<file path="src/rtl/smbus_rx_pkg.sv">
package smbus_rx_pkg;

  localparam int BYTE_W = 8;
  localparam int ADDR_W = 7;
  localparam logic [BYTE_W-1:0] CRC_POLY = 8'h07;
  localparam logic [ADDR_W-1:0] ALERT_ADDR = 7'h0C;
  localparam logic [ADDR_W-1:0] HOST_ADDR = 7'h08;

  typedef enum logic [1:0] {ST_IDLE, ST_ADDR, ST_DATA, ST_SKIP} rx_state_t;

  // control -> datapath strobes
  typedef struct packed {
    logic bitTake;       // a bus bit is absorbed this cycle
    logic frameStart;    // any start: realign byte boundary
    logic sessionClear;  // start after stop: clear CRC and counter
    logic emitData;      // present byteNext as a data byte
    logic cntInc;        // step the byte counter
  } rx_strobe_t;

  function automatic logic [BYTE_W-1:0] crcStep(input logic [BYTE_W-1:0] cur, input logic b);
    logic fb;
    fb = cur[BYTE_W-1] ^ b;
    return {cur[BYTE_W-2:0], 1'b0} ^ (fb ? CRC_POLY : '0);
  endfunction

endpackage

</file>
<file path="src/rtl/smbus_rx_dp.sv">
module smbus_rx_dp
  import smbus_rx_pkg::*;
#(
  parameter int CNT_W = 8
) (
  input  logic              clk,
  input  logic              rst_n,
  input  rx_strobe_t        stb,
  input  logic              bitData,
  output logic              lastBit,
  output logic [BYTE_W-1:0] byteNext,
  output logic [BYTE_W-1:0] crcNext,
  output logic [BYTE_W-1:0] rxData,
  output logic              rxValid,
  output logic [CNT_W-1:0]  byteCount
);

  localparam int BIT_CW = $clog2(BYTE_W);

  logic [BIT_CW-1:0] bitCnt;
  logic [BYTE_W-1:0] shiftReg;
  logic [BYTE_W-1:0] crcReg;

  assign lastBit  = (bitCnt == BIT_CW'(BYTE_W - 1));
  assign byteNext = {shiftReg[BYTE_W-2:0], bitData};
  assign crcNext  = crcStep(crcReg, bitData);

  always_ff @(posedge clk or negedge rst_n) begin
    if (!rst_n) begin
      bitCnt   <= '0;
      shiftReg <= '0;
    end else if (stb.frameStart) begin
      bitCnt <= '0;
    end else if (stb.bitTake) begin
      bitCnt   <= bitCnt + 1'b1;
      shiftReg <= byteNext;
    end
  end

  always_ff @(posedge clk or negedge rst_n) begin
    if (!rst_n)                crcReg <= '0;
    else if (stb.sessionClear) crcReg <= '0;
    else if (stb.bitTake)      crcReg <= crcNext;
  end

  always_ff @(posedge clk or negedge rst_n) begin
    if (!rst_n) begin
      rxData    <= '0;
      rxValid   <= 1'b0;
      byteCount <= '0;
    end else begin
      rxValid <= stb.emitData;
      if (stb.emitData) rxData <= byteNext;
      if (stb.sessionClear)  byteCount <= '0;
      else if (stb.cntInc)   byteCount <= byteCount + 1'b1;
    end
  end

  // CRC moves only on an absorbed bit or a session clear
  assert_crc_hold_R8: assert property (@(posedge clk) disable iff (!rst_n)
    (!stb.bitTake && !stb.sessionClear) |=> $stable(crcReg));

  // session clear leaves a zero CRC
  assert_crc_clear_R9: assert property (@(posedge clk) disable iff (!rst_n)
    stb.sessionClear |=> (crcReg == '0));

  // counter steps by one or returns to zero
  assert_count_step_R10: assert property (@(posedge clk) disable iff (!rst_n)
    !$stable(byteCount) |-> ((byteCount == $past(byteCount) + 1'b1) || (byteCount == '0)));

endmodule

</file>
<file path="src/rtl/smbus_rx_ctrl.sv">
module smbus_rx_ctrl
  import smbus_rx_pkg::*;
#(
  parameter int CNT_W = 8
) (
  input  logic              clk,
  input  logic              rst_n,
  input  logic              busStart,
  input  logic              busStop,
  input  logic              bitValid,
  input  logic              lastBit,
  input  logic [BYTE_W-1:0] byteNext,
  input  logic [BYTE_W-1:0] crcNext,
  input  logic [ADDR_W-1:0] ownAddr,
  input  logic              alertMatchEn,
  input  logic              hostMatchEn,
  input  logic              pecEn,
  input  logic [CNT_W-1:0]  dataLen,
  input  logic              countUpEn,
  input  logic              pecErrClr,
  output rx_strobe_t        stb,
  output logic              ackValid,
  output logic              ackBit,
  output logic              pecErr
);

  rx_state_t        state, stateNext;
  logic             busActive, afterStop;
  logic [CNT_W-1:0] dataIdx, idxNext;
  logic             bitTake, byteDone, addrHit;
  logic             ackFire, ackGood, emitData, cntInc, pecFail;
  logic [ADDR_W-1:0] rxAddr;

  assign bitTake  = bitValid && busActive && !busStart && !busStop;
  assign byteDone = bitTake && lastBit;
  assign rxAddr   = byteNext[BYTE_W-1:1];
  assign addrHit  = !byteNext[0] &&
                    ((rxAddr == ownAddr) ||
                     (alertMatchEn && rxAddr == ALERT_ADDR) ||
                     (hostMatchEn  && rxAddr == HOST_ADDR));

  always_comb begin
    ackFire   = 1'b0;
    ackGood   = 1'b0;
    emitData  = 1'b0;
    cntInc    = 1'b0;
    pecFail   = 1'b0;
    stateNext = state;
    idxNext   = dataIdx;
    if (byteDone) begin
      case (state)
        ST_ADDR: begin
          ackFire   = 1'b1;
          ackGood   = addrHit;
          stateNext = addrHit ? ST_DATA : ST_SKIP;
          idxNext   = '0;
        end
        ST_DATA: begin
          ackFire = 1'b1;
          if (pecEn && dataIdx == dataLen) begin
            // residue of message plus its CRC is zero when they agree
            ackGood   = (crcNext == '0);
            pecFail   = !ackGood;
            stateNext = ST_SKIP;
          end else begin
            ackGood  = 1'b1;
            emitData = 1'b1;
            cntInc   = countUpEn;
            idxNext  = dataIdx + 1'b1;
          end
        end
        default: ;
      endcase
    end
  end

  assign stb = '{bitTake:      bitTake,
                 frameStart:   busStart,
                 sessionClear: busStart && afterStop,
                 emitData:     emitData,
                 cntInc:       cntInc};

  always_ff @(posedge clk or negedge rst_n) begin
    if (!rst_n) begin
      state     <= ST_IDLE;
      busActive <= 1'b0;
      afterStop <= 1'b1;
      dataIdx   <= '0;
      ackValid  <= 1'b0;
      ackBit    <= 1'b0;
      pecErr    <= 1'b0;
    end else begin
      ackValid <= ackFire;
      ackBit   <= ackFire && ackGood;
      if (pecFail)        pecErr <= 1'b1;
      else if (pecErrClr) pecErr <= 1'b0;
      if (busStart) begin
        state     <= ST_ADDR;
        busActive <= 1'b1;
        afterStop <= 1'b0;
      end else if (busStop) begin
        state     <= ST_IDLE;
        busActive <= 1'b0;
        afterStop <= 1'b1;
      end else if (byteDone) begin
        state   <= stateNext;
        dataIdx <= idxNext;
      end
    end
  end

  // a new check error always comes with a NACK
  assert_pec_nack_R7: assert property (@(posedge clk) disable iff (!rst_n)
    $rose(pecErr) |-> (ackValid && !ackBit));

  // idle or skipping engine gives no decision
  assert_skip_quiet_R1: assert property (@(posedge clk) disable iff (!rst_n)
    ((state == ST_IDLE || state == ST_SKIP) && !busStart) |=> !ackValid);

  // a decision lasts one clock
  assert_ack_pulse_R3: assert property (@(posedge clk) disable iff (!rst_n)
    ackValid |=> !ackValid);

endmodule

</file>
<file path="src/rtl/smbus_pec_rx.sv">
module smbus_pec_rx
  import smbus_rx_pkg::*;
#(
  parameter int CNT_W = 8
) (
  input  logic             clk,
  input  logic             rst_n,
  input  logic             busStart,
  input  logic             busStop,
  input  logic             bitValid,
  input  logic             bitData,
  input  logic [6:0]       ownAddr,
  input  logic             alertMatchEn,
  input  logic             hostMatchEn,
  input  logic             pecEn,
  input  logic [CNT_W-1:0] dataLen,
  input  logic             countUpEn,
  input  logic             pecErrClr,
  output logic [7:0]       rxData,
  output logic             rxValid,
  output logic             ackValid,
  output logic             ackBit,
  output logic [CNT_W-1:0] byteCount,
  output logic             pecErr
);

  rx_strobe_t        stb;
  logic              lastBit;
  logic [BYTE_W-1:0] byteNext, crcNext;

  smbus_rx_ctrl #(.CNT_W(CNT_W)) u_ctrl (
    .clk(clk), .rst_n(rst_n),
    .busStart(busStart), .busStop(busStop), .bitValid(bitValid),
    .lastBit(lastBit), .byteNext(byteNext), .crcNext(crcNext),
    .ownAddr(ownAddr), .alertMatchEn(alertMatchEn), .hostMatchEn(hostMatchEn),
    .pecEn(pecEn), .dataLen(dataLen), .countUpEn(countUpEn), .pecErrClr(pecErrClr),
    .stb(stb), .ackValid(ackValid), .ackBit(ackBit), .pecErr(pecErr)
  );

  smbus_rx_dp #(.CNT_W(CNT_W)) u_dp (
    .clk(clk), .rst_n(rst_n), .stb(stb), .bitData(bitData),
    .lastBit(lastBit), .byteNext(byteNext), .crcNext(crcNext),
    .rxData(rxData), .rxValid(rxValid), .byteCount(byteCount)
  );

  // a delivered byte is always ACKed in the same cycle
  assert_data_acked_R4: assert property (@(posedge clk) disable iff (!rst_n)
    rxValid |-> (ackValid && ackBit));

endmodule

</file>
<file path="config.mk">
export PLATFORM = sky130hd
export DESIGN_NAME = smbus_pec_rx
export DESIGN_NICKNAME = d
export VERILOG_FILES = /design/src/rtl/smbus_rx_pkg.sv /design/src/rtl/smbus_rx_dp.sv /design/src/rtl/smbus_rx_ctrl.sv /design/src/rtl/smbus_pec_rx.sv
export SDC_FILE = /design/constraint.sdc
export NUM_CORES = 1
export LEC_CHECK = 0
export BUFFER_PORTS_ARGS = -buffer_cell sky130_fd_sc_hd__buf_4
export CAP_MARGIN = 15
export CORE_MARGIN = 4
export CORE_UTILIZATION = 35
export CTS_CLUSTER_SIZE = 25
export DETAILED_ROUTE_END_ITERATION = 10
export PLACE_DENSITY = 0.64
export SYNTH_ARGS = -nofsm -noshare
export SYNTH_HDL_FRONTEND = slang
export SYNTH_SLANG_ARGS = --single-unit
</file>
<file path="constraint.sdc">
create_clock -name clk -period 2.57 [get_ports clk]
set_input_delay 0.514 -clock clk [delete_from_list [all_inputs] [get_ports clk]]
set_output_delay 0.514 -clock clk [all_outputs]
set_load 0.05 [all_outputs]
</file>
==> run_results.csv <==
group,metric,value,unit
detailed_routing,via_count,2004,
cells_and_area,final_common_cell,"nand2_1",
sta,fmaxAchievable,497,MHz
global_routing,grt_max_degree,51,
pwr,peakVddDrop,0.192,mV
detailed_routing,drt_iter0_markers,181,
clocking,clock_latency,0.30,ns
sta,finalHoldViolCount,0,
sta,finClkSkew,0.00838,ns
detailed_routing,wirelength,5.46,mm
sta,setup_tns,0,ns
detailed_routing,drt_first_pass_iters,4,
clocking,tritoncts,"done",
global_routing,overflow,0,
floorplanning,pin_count,46,
cells_and_area,drive_gt1_frac,0.220,
sta,maxSlewViolCount,0,
sta,fin_crit_sh,0.783,
floorplanning,rows,30,
placement,portBuffers,45,
placement,dp_cells,392,
cells_and_area,final_cell_count_no_fill,400,
floorplanning,die_w,93.5,um
floorplanning,die_y,93.5,um
sta,setup_violations,0,
global_routing,grt_usage,0.132,
flow_run,max-cap-violations,0,
detailed_routing,vias_per_cell,5.01,
clocking,cts_htree_levels,2,
synth,synth.distinct_cells,46,
clocking,post-cts-setup-buffers,0,
synth,synth_ff_type,"dfrtp_1",
pwr,power.density,513,mW/mm2
detailed_routing,route.detailed.drc,0,
worst_setup_path,worstPathMaxFanout,8,
worst_setup_path,required,2.77,ns
clocking,cts.sinks,50,
detailed_routing,postRouteAntennaNets,0,
synth,syn_avg_cell_area,9.95,um2
global_routing,grt_pass1_vias,1954,
clocking,cts-root-buf,"clkbuf_8",
worst_setup_path,critical_path.startpoint,"u_ctrl.dataIdx[0]$_DFFE_PN0P_",
worst_hold_path,hold_class,"in -> async",
pwr,p_leak,1.53,nW
floorplanning,coreArea,0.00694,mm2
sta,period_minus_slack,2.01,ns
synth,synth_edf_count,0,
synth,ys_seq_area_frac,0.490,
status,outcome,"complete, no violations",
placement,gp_congestion,0.791,
synth,synth-seq-cells,50,
clocking,cts_resized,0,
synth,synth_warnings,0,
sta,tightestPinTransition,0.663,ns
cells_and_area,final_cell_mix,"51 x nand2_1, 50 x buf_4, 49 x dfrtp_1, 13 x nand3_1, 12 x xnor2_1",
cells_and_area,fillers,674,
clocking,clockBufferDepth,2,
clocking,cts_buffers,5,
global_routing,antenna_found_initial,0,
sta,max_slew_margin,0.551,
worst_setup_path,reg2reg_from,"u_ctrl.dataIdx[0]$_DFFE_PN0P_",
floorplanning,dieArea,0.00874,mm2
sta,rsz0062_at_grt,"no",
synth,synthTopCellsByArea,"dfrtp_1 48%, nand2_1 7.5%, xnor2_1 4.1%",
synth,synth_fp_nets,290,
synth,async_flop_share,1.00,
worst_setup_path,arrival,2.21,ns
floorplanning,initial_utilization,0.368,
synth,synthesis.area,0.00256,mm2
synth,yosysTopAreaCellShare,0.479,
synth,synthCells,257,
clocking,ctsHoldBuffers,0,
worst_setup_path,endpoint_kind,"flip-flop",
global_routing,grt_pass1_wl,9.32,mm
clocking,clk_pin_slew,0.09,ns
cells_and_area,area_growth,22.0,%
detailed_routing,post_drt_wl_per_cell,13.7,um
worst_setup_path,worstSetupPathType,"reg -> reg",
placement,hpwl,3.99,mm
synth,synth_area_leader_cell,"dfrtp_1",
worst_setup_path,start_kind,"flip-flop",
cells_and_area,final_nets,336,
cells_and_area,antenna_cells,0,
[per-stage QoR]
step	setup slack (ns)	hold WS (ns)	total power, mW	utilization	instance area [um2]
after floorplan	0.660	0.218	0.968	-	2560
after global placement	0.489	0.479	1.04	0.433	3000
after detailed placement	0.453	0.487	1.05	0.433	3000
after CTS	0.565	0.257	1.62	0.449	3120
after global routing	0.472	0.280	1.68	0.449	3120
final	0.557	0.231	1.60	0.449	3120
[cell usage after synthesis (2+ instances only)]
cell type  number
nand3b_1        5
nand3_1        13
buf_2           3
or4_1           2
a221o_1         3
o211ai_1        2
a31oi_1         2
nor3b_1         3
nor4_1          2
o21ai_0         5
o311a_1         3
nor2_1          7
inv_1          11
mux2_2          4
xnor2_1        12
a21oi_1         6
nand2_1        51
a21o_1          2
or3_1           4
a22o_1          3
xor2_1          4
nand4_1         6
o21a_1          3
dfrtp_1        49
clkbuf_1        7
mux2i_1         3
o21ai_1         7
o31ai_1         2
ha_1            7
and3_1          2
nor3_1          4
mux2_1          6
[registers in the layout (all words and copies together), names as in the netlist]
signal	cells
u_ctrl.dataIdx	8
u_dp.byteCount	8
u_dp.crcReg	8
u_dp.rxData	8
u_dp.shiftReg	7
u_dp.bitCnt	3
u_ctrl.state	2
u_ctrl.ackBit	1
u_ctrl.ackValid	1
u_ctrl.afterStop	1
u_ctrl.busActive	1
u_ctrl.pecErr	1
u_dp.rxValid	1
[final cells by class]
type                       instances  area (um2)  area share
clock inverter                     1        30.0     0.00962
clock buffer                       7        86.3      0.0277
multi-input combinational        185        1210       0.389
tap                               96         120      0.0385
timing repair buffer              50         375       0.120
sequential                        50        1250       0.401
inverter                          11        41.3      0.0132
[per-layer routing]
metal  GRT usage  part of all wire  up-vias
met4      0.0403            0.0097        0
met5           0                 0        -
met1       0.187              0.49      968
li1            -                 -      998
met3      0.0265             0.032        5
met2       0.204              0.47       33
[power by group]
group / switching [mW] / internal (mW)
Clock: 0.254 / 0.318
Sequential: 0.0482 / 0.824
Combinational: 0.0775 / 0.0803
[cells by family after synthesis]
group,synth area share
AND/OR/NAND/NOR,0.208
flip-flops,0.490
AO/OA/AOI/OAI,0.115
buffers and inverters,0.0352
XOR/XNOR,0.0612
multiplexers,0.0558
adder cells (fa/ha/maj),0.0342
[worst max-delay path, cell delays in order, from the launching register on]
cell and delay (ns):
dfrtp_1 0.48, xnor2_1 0.19, nand4_1 0.21, or3_1 0.51
mux2_1 0.36, a22o_1 0.18
[final timing paths]
| path | endpoint | slack, ns | cells past startpoint |
|---|---|---|---|
| setup / recovery | u_ctrl.dataIdx[0]$_DFFE_PN0P_ | 0.56 | 5 |
| hold / removal | u_ctrl.dataIdx[7]$_DFFE_PN0P_ | 0.23 | 1 |
| setup reg to reg | u_ctrl.dataIdx[0]$_DFFE_PN0P_ | 0.56 | 5 |
| hold reg to reg | u_dp.bitCnt[0]$_DFFE_PN0P_ | 0.50 | 1 |
| max in group asynchronous | u_dp.shiftReg[1]$_DFFE_PN0P_ | 1.92 | 1 |
| min in group clk | u_ctrl.afterStop$_DFFE_PN1N_ | 0.40 | 2 |
Note: power is estimated with default switching activity, not from simulation.
